## config.mk

```make
export PLATFORM = sky130hd
export DESIGN_NAME = sram_lane_ctrl
export DESIGN_NICKNAME = d
export VERILOG_FILES = /design/src/rtl/sram_lane_pkg.sv /design/src/rtl/sram_lane_seq.sv /design/src/rtl/sram_lane_pins.sv /design/src/rtl/sram_lane_rdcap.sv /design/src/rtl/sram_lane_ctrl.sv
export SDC_FILE = /design/constraint.sdc
export NUM_CORES = 1
export LEC_CHECK = 0
export ABC_AREA = 1
export BUFFER_PORTS_ARGS = -buffer_cell sky130_fd_sc_hd__buf_2
export CAP_MARGIN = 20
export CORE_ASPECT_RATIO = 0.9
export CORE_MARGIN = 1.5
export CORE_UTILIZATION = 52
export CTS_CLUSTER_SIZE = 24
export DETAILED_ROUTE_END_ITERATION = 10
export GPL_TIMING_DRIVEN = 0
export PLACE_DENSITY_LB_ADDON = 0.25
export SLEW_MARGIN = 5
export SYNTH_ARGS = -nofsm -noshare
export SYNTH_HDL_FRONTEND = slang
export SYNTH_HIERARCHICAL = 1
export SYNTH_SLANG_ARGS = --single-unit
```

## constraint.sdc

```tcl
create_clock -name clk -period 6.3 [get_ports clk]
set_input_delay 0.315 -clock clk [delete_from_list [all_inputs] [get_ports clk]]
set_output_delay 0.315 -clock clk [all_outputs]
set_load 0.01 [all_outputs]
```

## src/rtl/sram_lane_pkg.sv

```systemverilog
`timescale 1ns/1ps
package sram_lane_pkg;

  // One-hot phases: each strobe decodes from a single flop.
  typedef enum logic [3:0] {
    PH_IDLE  = 4'b0001,
    PH_SETUP = 4'b0010,
    PH_ACT   = 4'b0100,
    PH_REC   = 4'b1000
  } phase_e;

  // Nanoseconds to cycles, rounded up, floor of one cycle.
  function automatic int unsigned ns_to_cyc(input int unsigned ns, input int unsigned per);
    int unsigned c;
    c = (ns + per - 1) / per;
    if (c < 1) c = 1;
    return c;
  endfunction

  function automatic int unsigned max_u(input int unsigned a, input int unsigned b);
    return (a > b) ? a : b;
  endfunction

  // a - b, clamped at zero.
  function automatic int unsigned sub_sat(input int unsigned a, input int unsigned b);
    return (a > b) ? (a - b) : 0;
  endfunction

endpackage

```

## src/rtl/sram_lane_seq.sv

```systemverilog
`timescale 1ns/1ps
module sram_lane_seq
  import sram_lane_pkg::*;
#(
  parameter int unsigned CW       = 4,
  parameter int unsigned SU_LEN   = 1,
  parameter int unsigned WA_LEN   = 9,
  parameter int unsigned RA_LEN   = 11,
  parameter int unsigned WREC_LEN = 1,
  parameter int unsigned RREC_LEN = 4
) (
  input  logic          clk,
  input  logic          rst_n,
  input  logic          start,
  input  logic          start_wr,
  output phase_e        phase,
  output logic [CW-1:0] cnt,
  output logic          last,
  output logic          cmd_wr
);

  logic [CW-1:0] len;

  // Length of the current phase, in cycles.
  always_comb begin
    unique case (phase)
      PH_SETUP: len = CW'(SU_LEN);
      PH_ACT:   len = cmd_wr ? CW'(WA_LEN) : CW'(RA_LEN);
      PH_REC:   len = cmd_wr ? CW'(WREC_LEN) : CW'(RREC_LEN);
      default:  len = CW'(1);
    endcase
  end

  assign last = (cnt == len - CW'(1));

  always_ff @(posedge clk or negedge rst_n) begin
    if (!rst_n) begin
      phase  <= PH_IDLE;
      cnt    <= '0;
      cmd_wr <= 1'b0;
    end else begin
      unique case (phase)
        PH_IDLE: begin
          cnt <= '0;
          if (start) begin
            phase  <= PH_SETUP;
            cmd_wr <= start_wr;
          end
        end
        PH_SETUP, PH_ACT, PH_REC: begin
          if (last) begin
            cnt <= '0;
            unique case (phase)
              PH_SETUP: phase <= PH_ACT;
              PH_ACT:   phase <= PH_REC;
              default:  phase <= PH_IDLE;
            endcase
          end else begin
            cnt <= cnt + CW'(1);
          end
        end
        default: begin
          phase <= PH_IDLE;
          cnt   <= '0;
        end
      endcase
    end
  end

endmodule

```

## src/rtl/sram_lane_pins.sv

```systemverilog
`timescale 1ns/1ps
module sram_lane_pins
  import sram_lane_pkg::*;
#(
  parameter int unsigned AW    = 19,
  parameter int unsigned LANES = 2,
  parameter int unsigned CW    = 4,
  parameter int unsigned TURN  = 4,
  localparam int unsigned DW   = LANES * 8
) (
  input  logic             clk,
  input  logic             rst_n,
  input  logic             start,
  input  logic [AW-1:0]    req_addr,
  input  logic [DW-1:0]    req_wdata,
  input  logic [LANES-1:0] req_mask,
  input  phase_e           phase,
  input  logic [CW-1:0]    cnt,
  input  logic             cmd_wr,
  output logic [LANES-1:0] cmd_mask,
  output logic [AW-1:0]    ram_addr,
  output logic             ram_sel_n,
  output logic             ram_sel,
  output logic             ram_wr_n,
  output logic             ram_rd_n,
  output logic [LANES-1:0] ram_be_n,
  output logic [DW-1:0]    ram_dq_o,
  output logic             ram_dq_oe
);

  logic [AW-1:0] addr_q;
  logic [DW-1:0] wdata_q;
  logic          busy;

  // Request fields are latched on acceptance and held until idle.
  always_ff @(posedge clk or negedge rst_n) begin
    if (!rst_n) begin
      addr_q   <= '0;
      wdata_q  <= '0;
      cmd_mask <= '0;
    end else if (start) begin
      addr_q   <= req_addr;
      wdata_q  <= req_wdata;
      cmd_mask <= req_mask;
    end
  end

  assign busy      = (phase != PH_IDLE);
  assign ram_addr  = addr_q;
  assign ram_sel_n = !busy;
  assign ram_sel   = busy;
  assign ram_wr_n  = !((phase == PH_ACT) && cmd_wr);
  assign ram_rd_n  = !((phase == PH_ACT) && !cmd_wr);
  assign ram_dq_o  = wdata_q;

  // Driver on after the bus-release wait inside the write pulse; held through hold.
  assign ram_dq_oe = cmd_wr && (((phase == PH_ACT) && (cnt >= CW'(TURN))) || (phase == PH_REC));

  for (genvar i = 0; i < LANES; i++) begin : g_be
    assign ram_be_n[i] = !(busy && cmd_mask[i]);
  end

endmodule

```

## src/rtl/sram_lane_rdcap.sv

```systemverilog
`timescale 1ns/1ps
module sram_lane_rdcap #(
  parameter int unsigned LANES = 2,
  localparam int unsigned DW   = LANES * 8
) (
  input  logic             clk,
  input  logic             rst_n,
  input  logic             capture,
  input  logic [LANES-1:0] mask,
  input  logic [DW-1:0]    dq_i,
  output logic [DW-1:0]    rdata,
  output logic             rsp_valid
);

  logic [DW-1:0] lane_d;

  for (genvar i = 0; i < LANES; i++) begin : g_lane
    assign lane_d[i*8 +: 8] = mask[i] ? dq_i[i*8 +: 8] : 8'h00;
  end

  always_ff @(posedge clk or negedge rst_n) begin
    if (!rst_n) begin
      rdata     <= '0;
      rsp_valid <= 1'b0;
    end else begin
      rsp_valid <= capture;
      if (capture) rdata <= lane_d;
    end
  end

endmodule

```

## src/rtl/sram_lane_ctrl.sv

```systemverilog
`timescale 1ns/1ps
module sram_lane_ctrl
  import sram_lane_pkg::*;
#(
  parameter int unsigned AW        = 19,
  parameter int unsigned CLK_NS    = 5,
  parameter int unsigned T_AS_NS   = 0,
  parameter int unsigned T_WP_NS   = 45,
  parameter int unsigned T_DS_NS   = 25,
  parameter int unsigned T_WH_NS   = 0,
  parameter int unsigned T_WC_NS   = 55,
  parameter int unsigned T_AA_NS   = 55,
  parameter int unsigned T_OA_NS   = 25,
  parameter int unsigned T_RC_NS   = 55,
  parameter int unsigned T_OFF_NS  = 20
) (
  input  logic          clk,
  input  logic          rst_n,
  input  logic          req_valid,
  output logic          req_ready,
  input  logic          req_write,
  input  logic [AW-1:0] req_addr,
  input  logic [15:0]   req_wdata,
  input  logic [1:0]    req_mask,
  output logic          rsp_valid,
  output logic [15:0]   rsp_rdata,
  output logic [AW-1:0] ram_addr,
  output logic          ram_sel_n,
  output logic          ram_sel,
  output logic          ram_wr_n,
  output logic          ram_rd_n,
  output logic          ram_hi_n,
  output logic          ram_lo_n,
  input  logic [15:0]   ram_dq_i,
  output logic [15:0]   ram_dq_o,
  output logic          ram_dq_oe
);

  localparam int unsigned LANES    = 2;
  localparam int unsigned SU_LEN   = ns_to_cyc(T_AS_NS, CLK_NS);
  localparam int unsigned TURN     = ns_to_cyc(T_OFF_NS, CLK_NS);
  localparam int unsigned WA_LEN   = max_u(ns_to_cyc(T_WP_NS, CLK_NS), TURN + ns_to_cyc(T_DS_NS, CLK_NS));
  localparam int unsigned WREC_LEN = max_u(ns_to_cyc(T_WH_NS, CLK_NS),
                                           sub_sat(ns_to_cyc(T_WC_NS, CLK_NS), SU_LEN + WA_LEN));
  localparam int unsigned RA_LEN   = max_u(ns_to_cyc(T_AA_NS, CLK_NS), ns_to_cyc(T_OA_NS, CLK_NS));
  localparam int unsigned RREC_LEN = max_u(TURN, sub_sat(ns_to_cyc(T_RC_NS, CLK_NS), SU_LEN + RA_LEN));
  localparam int unsigned MAX_LEN  = max_u(max_u(SU_LEN, WA_LEN), max_u(max_u(RA_LEN, WREC_LEN), RREC_LEN));
  localparam int unsigned CW       = $clog2(MAX_LEN + 1);

  phase_e           phase;
  logic [CW-1:0]    cnt;
  logic             last;
  logic             cmd_wr;
  logic             start;
  logic [LANES-1:0] cmd_mask;
  logic [LANES-1:0] be_n;

  assign req_ready = (phase == PH_IDLE);
  assign start     = req_valid && req_ready;
  assign ram_lo_n  = be_n[0];
  assign ram_hi_n  = be_n[1];

  sram_lane_seq #(
    .CW(CW), .SU_LEN(SU_LEN), .WA_LEN(WA_LEN), .RA_LEN(RA_LEN),
    .WREC_LEN(WREC_LEN), .RREC_LEN(RREC_LEN)
  ) u_seq (
    .clk(clk), .rst_n(rst_n), .start(start), .start_wr(req_write),
    .phase(phase), .cnt(cnt), .last(last), .cmd_wr(cmd_wr)
  );

  sram_lane_pins #(
    .AW(AW), .LANES(LANES), .CW(CW), .TURN(TURN)
  ) u_pins (
    .clk(clk), .rst_n(rst_n), .start(start),
    .req_addr(req_addr), .req_wdata(req_wdata), .req_mask(req_mask),
    .phase(phase), .cnt(cnt), .cmd_wr(cmd_wr), .cmd_mask(cmd_mask),
    .ram_addr(ram_addr), .ram_sel_n(ram_sel_n), .ram_sel(ram_sel),
    .ram_wr_n(ram_wr_n), .ram_rd_n(ram_rd_n), .ram_be_n(be_n),
    .ram_dq_o(ram_dq_o), .ram_dq_oe(ram_dq_oe)
  );

  sram_lane_rdcap #(
    .LANES(LANES)
  ) u_rdcap (
    .clk(clk), .rst_n(rst_n),
    .capture((phase == PH_ACT) && !cmd_wr && last),
    .mask(cmd_mask), .dq_i(ram_dq_i),
    .rdata(rsp_rdata), .rsp_valid(rsp_valid)
  );

endmodule

```

==> results of run 1 <==
## cell usage in the layout, fill, tap and decap left out, drive strengths merged
master and count:
a21oi 1, buf 124, bufinv 2, clkbuf 12
clkinv 2, dfrtp 62, dfstp 1, ha 2
inv 25, mux2 37, nand2 65, nand3 25
nand3b 1, nand4 2, nor2 24, nor3 1
or2 1, xnor2 2, xor2 1
## path summary, 6_finish.rpt
check,slack (ns),to,cells past startpoint
setup / recovery,3.70,u_rdcap/rdata[9]$_DFFE_PN0P_,20
hold / removal,0.05,u_seq/phase[1]$_DFFE_PN0P_,1
setup reg to reg,3.70,u_rdcap/rdata[9]$_DFFE_PN0P_,20
hold reg to reg,0.48,u_rdcap/rdata[1]$_DFFE_PN0P_,2
max in group asynchronous,5.74,u_rdcap/rdata[6]$_DFFE_PN0P_,1
min in group clk,0.21,u_pins/ram_addr[16]$_DFFE_PN0P_,2
## report_power, final
| group | switching [uW] | internal (uW) | total, uW |
|---|---|---|---|
| clock | 151 | 244 | 396 |
| sequential | 121 | 595 | 716 |
| combinational | 415 | 458 | 874 |
## synth_stat cells
cell type | number | area [sq um]
sky130_fd_sc_hd__buf_6 | 3 | 33.8
sky130_fd_sc_hd__dfstp_2 | 1 | 26.3
sky130_fd_sc_hd__buf_12 | 4 | 80.1
sky130_fd_sc_hd__nor2_2 | 3 | 18.8
sky130_fd_sc_hd__nand2_1 | 51 | 191
sky130_fd_sc_hd__inv_6 | 1 | 8.76
sky130_fd_sc_hd__buf_2 | 1 | 5.00
sky130_fd_sc_hd__dfrtp_1 | 62 | 1550
sky130_fd_sc_hd__xnor2_1 | 2 | 17.5
sky130_fd_sc_hd__ha_1 | 2 | 25.0
sky130_fd_sc_hd__xor2_1 | 1 | 8.76
sky130_fd_sc_hd__nand3b_1 | 1 | 7.51
sky130_fd_sc_hd__inv_2 | 1 | 3.75
sky130_fd_sc_hd__nor3_1 | 1 | 5.00
sky130_fd_sc_hd__clkbuf_2 | 1 | 5.00
sky130_fd_sc_hd__nand2_4 | 1 | 11.3
sky130_fd_sc_hd__mux2_4 | 30 | 450
sky130_fd_sc_hd__nor2_4 | 1 | 11.3
sky130_fd_sc_hd__or2_0 | 1 | 6.26
sky130_fd_sc_hd__a21oi_1 | 1 | 5.00
sky130_fd_sc_hd__nand2_2 | 13 | 81.3
sky130_fd_sc_hd__nor2_1 | 20 | 75.1
sky130_fd_sc_hd__nand3_1 | 25 | 125
sky130_fd_sc_hd__inv_1 | 22 | 82.6
sky130_fd_sc_hd__mux2_2 | 7 | 78.8
sky130_fd_sc_hd__nand4_1 | 2 | 12.5
## kinds of logic after synthesis
kind of cell,after synthesis
AOI/OAI and AO/OA,1
xor gates and xnor gates,3
adders and majority gates,2
buffers and inverters,33
DFF,63
muxes,37
and+or+nand+nor,119
## cell type report
class                      count  area [sq um]  share of cell area, %
clock buffer                  11           151                   3.96
multi-input combinational    162          1130                   29.6
tap                           67          83.8                   2.19
sequential                    63          1580                   41.2
buffer                         9           124                   3.24
inverter                      24          95.1                   2.49
clock inverter                 5          78.8                   2.06
timing repair buffer         116           583                   15.2
## metal layers
metal	wire (microns)	GRT usage (%)
met1	2490	22.8
met2	3160	35.2
met3	345	6.99
met4	73	7.72
met5	0	0
## registers in the layout, indices dropped and copies added, names as in the netlist
name and count:
u_seq/cnt 4, u_rdcap/rsp_valid 1, u_pins/cmd_mask 2, u_pins/ram_addr 19
u_seq/cmd_wr 1, u_rdcap/rdata 16, u_pins/ram_dq_o 16, u_seq/phase 4
## worst max-delay path, cell delays in order (launching register included)
cell	delay, ns
sky130_fd_sc_hd__dfrtp_1	0.47
sky130_fd_sc_hd__nor2_2	0.21
sky130_fd_sc_hd__nand2_1	0.13
sky130_fd_sc_hd__inv_1	0.11
sky130_fd_sc_hd__nand2_1	0.07
sky130_fd_sc_hd__ha_1	0.28
sky130_fd_sc_hd__xnor2_1	0.12
sky130_fd_sc_hd__inv_1	0.05
sky130_fd_sc_hd__nand2_1	0.05
sky130_fd_sc_hd__nor2_2	0.09
sky130_fd_sc_hd__nand2_2	0.08
sky130_fd_sc_hd__inv_1	0.05
sky130_fd_sc_hd__nand2_1	0.04
sky130_fd_sc_hd__inv_1	0.06
sky130_fd_sc_hd__nand2_1	0.04
sky130_fd_sc_hd__nor2_1	0.15
sky130_fd_sc_hd__buf_6	0.17
sky130_fd_sc_hd__inv_6	0.05
sky130_fd_sc_hd__buf_12	0.14
sky130_fd_sc_hd__nand2_2	0.05
sky130_fd_sc_hd__nand2_1	0.06
## stage by stage
step | area, sq um | power [uW]
5_1_grt | 3820 | 2110
3_3_place_gp | 3590 | 1560
4_1_cts | 3820 | 2010
2_1_floorplan | 2930 | 1290
6_report | 3820 | 1990
3_5_place_dp | 3590 | 1600
==> impl_table.tex, run 1 <==
\begin{tabular}{lr}
\hline
Metric & Value \\
\hline
\multicolumn{2}{l}{\textbf{Outcome}} \\
Status & completed \\
\multicolumn{2}{l}{\textbf{Floorplanning}} \\
Core Box Area & 5350 sq um \\
Die height & 74.2 microns \\
Floorplan die area & 6090 sq um \\
I/O pin total & 117 \\
Floorplan row count & 25 \\
Die outline width & 82.1 microns \\
Effective utilization at floorplan & 54.7\% \\
\multicolumn{2}{l}{\textbf{Place}} \\
HPWL reported at the end of detailed placement & 4510 microns \\
Number of placed instances with taps included & 441 \\
RD Place Congestion & 0.821 \\
Setup WS pre-CTS & 3.73 ns \\
Number of buffers added on ports & 116 \\
\multicolumn{2}{l}{\textbf{Clocking}} \\
Clk pin slew, worst setup/hold paths & 0.07 ns \\
Longest Clk Path Bufs & 2 \\
Number of hold buffers added after cts & 0 \\
CTS Root Buffer Type & sky130\_fd\_sc\_hd\_\_clkbuf\_8 \\
Number of gates given a new drive strength after cts & 0 \\
TritonCTS clock tree & done \\
H-tree levels & 3 \\
Clk Latency, worst-skew pair & 0.34 ns \\
Number of buffers inserted to repair setup after CTS & 0 \\
Sinks on Clock Net & 63 \\
Number of buffers created by CTS & 9 \\
\multicolumn{2}{l}{\textbf{Cells and area}} \\
Number of fillers in the final layout & 405 \\
Antenna Cells & 0 \\
Layout overhead on the synthesized area & 30.6\% \\
Share of final-layout standard cells stronger than drive strength 1 & 51.0\% \\
Share of the core filled with cells in the final layout & 71.5\% \\
Non-filler instance count after layout & 457 \\
Post-layout nets & 444 \\
\multicolumn{2}{l}{\textbf{Power}} \\
Power Density & 519 nW/um\^{}2 \\
Largest vdd supply drop & 0.326 mV \\
Leakage power summed over all cells & 0.00202 uW \\
\multicolumn{2}{l}{\textbf{Yosys}} \\
Cells after synthesis & 258 \\
Post-synth design cell area & 2930 sq um \\
Fraction of the yosys area taken by sequential cells & 53.9\% \\
Post-synthesis cell type count & 26 \\
Net count after synthesis & 317 \\
Post-synthesis simple-gate area fraction & 18.6\% \\
Compound-cell area share of the yosys netlist & 0.171\% \\
Adder and majority cell fraction of the synthesized area & 0.855\% \\
Per-instance average area after synthesis & 11.3 sq um \\
Yosys warning total & 6 \\
Xor and xnor area share after synthesis & 0.897\% \\
Yosys reg bits & 63 \\
Combinational family with the most area after synthesis & simple AND/OR/NAND/NOR gates \\
Fraction of synthesized area in multiplexers & 18.1\% \\
\multicolumn{2}{l}{\textbf{STA}} \\
Final setup violation count & 0 \\
Measured slew at the worst slew-check pin & 0.765 ns \\
Final min period & 2.60 ns \\
Max Clock Freq & 0.384 GHz \\
Portion of the clock cycle consumed by the worst path in the final layout & 41.3\% \\
Headroom to the max-slew limit & 49.0\% \\
Worst hold-check slack & 0.0549 ns \\
Setup repair after global routing missed its margin & false \\
Setup skew after layout & 0.00984 ns \\
Final hold viol count & 0 \\
Final Slew Violations & 0 \\
Post-route setup slack & 3.70 ns \\
Setup Total Neg Slack & 0 ns \\
\multicolumn{2}{l}{\textbf{GRT}} \\
Pin count of the biggest net entering global routing & 64 \\
Wire length of the first global-routing pass & 9040 microns \\
Via count of the first global-routing pass & 2022 \\
Global route overflow & 0 \\
Global routing usage summed across all routing layers & 20.2\% \\
Antenna violations before repair & 0 \\
\multicolumn{2}{l}{\textbf{Drt}} \\
WL per Instance & 13.3 microns \\
Detailed-route DRC error count & 0 \\
Final ANT Viol Nets & 0 \\
Routed wire length & 6060 microns \\
Vias post-DR & 2205 \\
Violation count after the first detailed-route iteration & 53 \\
Pre-Repair DR Iteration Count & 4 \\
Vias/cell & 4.82 \\
\multicolumn{2}{l}{\textbf{Worst setup path}} \\
CP required & 6.52 ns \\
Type of the worst setup path & reg -> reg \\
Critical-path maximum fanout & 10 \\
Beginning of the critical path & u\_seq/phase[1]\$\_DFFE\_PN0P\_ \\
Worst reg2reg startpoint & u\_seq/phase[1]\$\_DFFE\_PN0P\_ \\
Kind of end point of the critical path & register \\
Startpoint class of the critical path & register \\
WP data arrival & 2.82 ns \\
\multicolumn{2}{l}{\textbf{Flow run}} \\
Reported max-cap violation count & 0 \\
\multicolumn{2}{l}{\textbf{Hold path}} \\
Min-delay worst type & in -> async \\
\hline
\end{tabular}
Power figures use the tool's default switching activity.
==> run 2: changes to the inputs <==
Settings changed: CORE_UTILIZATION 52 to 48.
Clock period 6.3 ns to 2.5 ns, I/O delays scaled along.
==> impl_table.tex, run 2 (same netlist as run 1, synthesis figures left out) <==
\begin{tabular}{lr}
\hline
Metric & Value \\
\hline
\multicolumn{2}{l}{\textbf{Flow run}} \\
Reported max-cap violation count & 0 \\
\multicolumn{2}{l}{\textbf{Worst setup path}} \\
Largest stage delay on the critical path & 0.46 ns \\
Worst reg2reg startpoint & u\_seq/phase[3]\$\_DFFE\_PN0P\_ \\
Critical-path maximum fanout & 10 \\
Startpoint class of the critical path & register \\
WP data arrival & 2.57 ns \\
Kind of end point of the critical path & register \\
Worst R2R Path Depth & 20 \\
CP required & 2.72 ns \\
Slowest cell on crit path & sky130\_fd\_sc\_hd\_\_dfrtp\_2 \\
CP cell instances & nor2\_4, nand2\_4, inv\_2, nand2\_1, ha\_4, xnor2\_1, inv\_1, nand2\_1, nor2\_2, nand2\_2, inv\_1, nand2\_1, inv\_1, nand2\_1, nor2\_2, buf\_6, inv\_6, buf\_12, nand2\_2, nand2\_1 \\
Cell with the most instances on the worst path & sky130\_fd\_sc\_hd\_\_nand2\_1 \\
Type of the worst setup path & reg -> reg \\
Register-to-register setup slack & 0.15 ns \\
Critical register-to-register path endpoint & u\_rdcap/rdata[5]\$\_DFFE\_PN0P\_ \\
\multicolumn{2}{l}{\textbf{GRT}} \\
Global routing usage summed across all routing layers & 19.2\% \\
Wire length of the first global-routing pass & 9790 microns \\
Global route overflow & 0 \\
Pin count of the biggest net entering global routing & 64 \\
Antenna violations before repair & 0 \\
Via count of the first global-routing pass & 2158 \\
\multicolumn{2}{l}{\textbf{STA}} \\
Setup skew after layout & 0.00639 ns \\
Max Clock Freq & 0.426 GHz \\
Worst hold-check slack & 0.0209 ns \\
Final min period & 2.35 ns \\
Final setup violation count & 0 \\
Final Slew Violations & 0 \\
Headroom to the max-slew limit & 48.8\% \\
Post-route setup slack & 0.153 ns \\
Measured slew at the worst slew-check pin & 0.769 ns \\
Portion of the clock cycle consumed by the worst path in the final layout & 93.9\% \\
Final hold viol count & 0 \\
\multicolumn{2}{l}{\textbf{Clocking}} \\
Number of buffers created by CTS & 9 \\
Longest Clk Path Bufs & 2 \\
H-tree levels & 3 \\
Clk pin slew, worst setup/hold paths & 0.07 ns \\
CTS Root Buffer Type & sky130\_fd\_sc\_hd\_\_clkbuf\_8 \\
Clk Latency, worst-skew pair & 0.33 ns \\
TritonCTS clock tree & done \\
Sinks on Clock Net & 63 \\
\multicolumn{2}{l}{\textbf{Drt}} \\
Pre-Repair DR Iteration Count & 8 \\
Violation count after the first detailed-route iteration & 89 \\
Final ANT Viol Nets & 0 \\
WL per Instance & 13.2 microns \\
Vias/cell & 4.75 \\
Vias post-DR & 2264 \\
Detailed-route DRC error count & 11 \\
Routed wire length & 6320 microns \\
\multicolumn{2}{l}{\textbf{Cells and area}} \\
Leading cell types in the layout, fill and taps excluded & sky130\_fd\_sc\_hd\_\_buf\_2, sky130\_fd\_sc\_hd\_\_dfrtp\_1, sky130\_fd\_sc\_hd\_\_nand2\_1, sky130\_fd\_sc\_hd\_\_mux2\_4, sky130\_fd\_sc\_hd\_\_nand3\_1 \\
Share of final-layout standard cells stronger than drive strength 1 & 54.1\% \\
Leading cell type in the layout, fill and taps excluded & sky130\_fd\_sc\_hd\_\_buf\_2 \\
Antenna Cells & 0 \\
Number of flip-flops under the largest register name & 19 \\
Share of the core filled with cells in the final layout & 69.1\% \\
Post-layout nets & 461 \\
Layout overhead on the synthesized area & 36.7\% \\
Non-filler instance count after layout & 477 \\
\multicolumn{2}{l}{\textbf{Floorplanning}} \\
I/O pin total & 117 \\
Floorplan row count & 26 \\
Effective utilization at floorplan & 50.6\% \\
Die outline width & 85.3 microns \\
Floorplan die area & 6580 sq um \\
Die height & 77.1 microns \\
Core Box Area & 5790 sq um \\
\multicolumn{2}{l}{\textbf{Power}} \\
Leakage power summed over all cells & 0.00210 uW \\
Tot Pwr & 5090 uW \\
Largest vdd supply drop & 0.667 mV \\
Power Density & 1270 nW/um\^{}2 \\
\multicolumn{2}{l}{\textbf{Hold path}} \\
Min-delay worst type & in -> reg \\
Cell depth of the worst hold path & 2 \\
Hold Path Origin & req\_wdata[6] \\
Endpoint with the worst hold slack & u\_pins/ram\_dq\_o[6]\$\_DFFE\_PN0P\_ \\
\multicolumn{2}{l}{\textbf{Place}} \\
HPWL reported at the end of detailed placement & 4370 microns \\
Number of buffers added on ports & 116 \\
Number of placed instances with taps included & 444 \\
Setup WS pre-CTS & -0.0734 ns \\
RD Place Congestion & 0.832 \\
\multicolumn{2}{l}{\textbf{Outcome}} \\
Violated checks & DRC \\
Status & complete, but fails checks \\
\hline
\end{tabular}
==> run 2: changes by cell type in the layout (fill, tap and decap cells not counted), moves of 2 or more <==
cell                            change
sky130_fd_sc_hd__nor2_1             -2
sky130_fd_sc_hd__inv_1              -2
sky130_fd_sc_hd__buf_4             +13
sky130_fd_sc_hd__dfrtp_1            -3
sky130_fd_sc_hd__inv_2              +2
sky130_fd_sc_hd__dlygate4sd3_1      +4
sky130_fd_sc_hd__dfrtp_2            +3
sky130_fd_sc_hd__nor2_4             +3
==> run 2: layout make-up <==
cell class | instances | area, sq um
Fill cell | 457 | 1790
Sequential cell | 63 | 1580
Multi-Input combinational cell | 162 | 1170
Timing Repair Buffer | 133 | 721
Clock buffer | 11 | 141
Buffer | 9 | 124
Inverter | 24 | 95.1
Tap cell | 70 | 87.6
Clock inverter | 5 | 81.3
==> run 2: worst max-delay path, delay by kind of cell (launching register included) <==
family,cells,cell delay (ns)
buffers and inverters,7,0.55
adders and majority gates,1,0.23
xor gates and xnor gates,1,0.12
and+or+nand+nor,11,0.88
DFF,1,0.46
==> run 2: stage by stage <==
stage               TNS (ns)  area (sq um)
finish                     0          4000
global route          -0.311          4000
CTS                        0          3880
detailed placement    -0.617          3600
global placement      -0.127          3600
floorplan                  0          2930
==> run 2: how the worst max path moves through the flow <==
stage / startpoint / to / slack, ns
detailed placement: u_seq/phase[1]$_DFFE_PN0P_ / u_rdcap/rdata[5]$_DFFE_PN0P_ / -0.07
global placement: u_seq/phase[1]$_DFFE_PN0P_ / u_rdcap/rdata[11]$_DFFE_PN0P_ / -0.02
CTS: u_seq/phase[3]$_DFFE_PN0P_ / u_rdcap/rdata[5]$_DFFE_PN0P_ / 0.01
global route: u_seq/phase[2]$_DFFE_PN0P_ / u_rdcap/rdata[5]$_DFFE_PN0P_ / -0.05
floorplan: u_seq/phase[1]$_DFFE_PN0P_ / u_rdcap/rdata[10]$_DFFE_PN0P_ / 0.19
finish: u_seq/phase[3]$_DFFE_PN0P_ / u_rdcap/rdata[5]$_DFFE_PN0P_ / 0.15
==> run 2: layer usage <==
| layer | wire length, microns | share of wire, % | track usage, % | vias up |
|---|---|---|---|---|
| li1 | - | - | - | 1111 |
| met1 | 2580 | 41 | 22.3 | 1062 |
| met2 | 3250 | 51 | 32.6 | 74 |
| met3 | 331 | 5.2 | 5.17 | 17 |
| met4 | 157 | 2.5 | 9.35 | 0 |
| met5 | 0 | 0 | 0 | - |
==> run 2: power by group <==
| part | switching (uW) | leakage (uW) | internal [uW] |
|---|---|---|---|
| registers | 295 | 0.000725 | 1500 |
| clock network | 382 | 0.000110 | 589 |
| logic | 1090 | 0.00127 | 1240 |
| total | 1760 | 0.00210 | 3330 |
==> run 2: what timing repair did <==
action                                 4_1_cts  5_1_grt
endpoints found under the hold margin       65        0
setup endpoints to repair                   11       16
pin swaps                                    0        7
buffers inserted                             1       12
hold buffers                                 4        0
resized for setup                            3       11
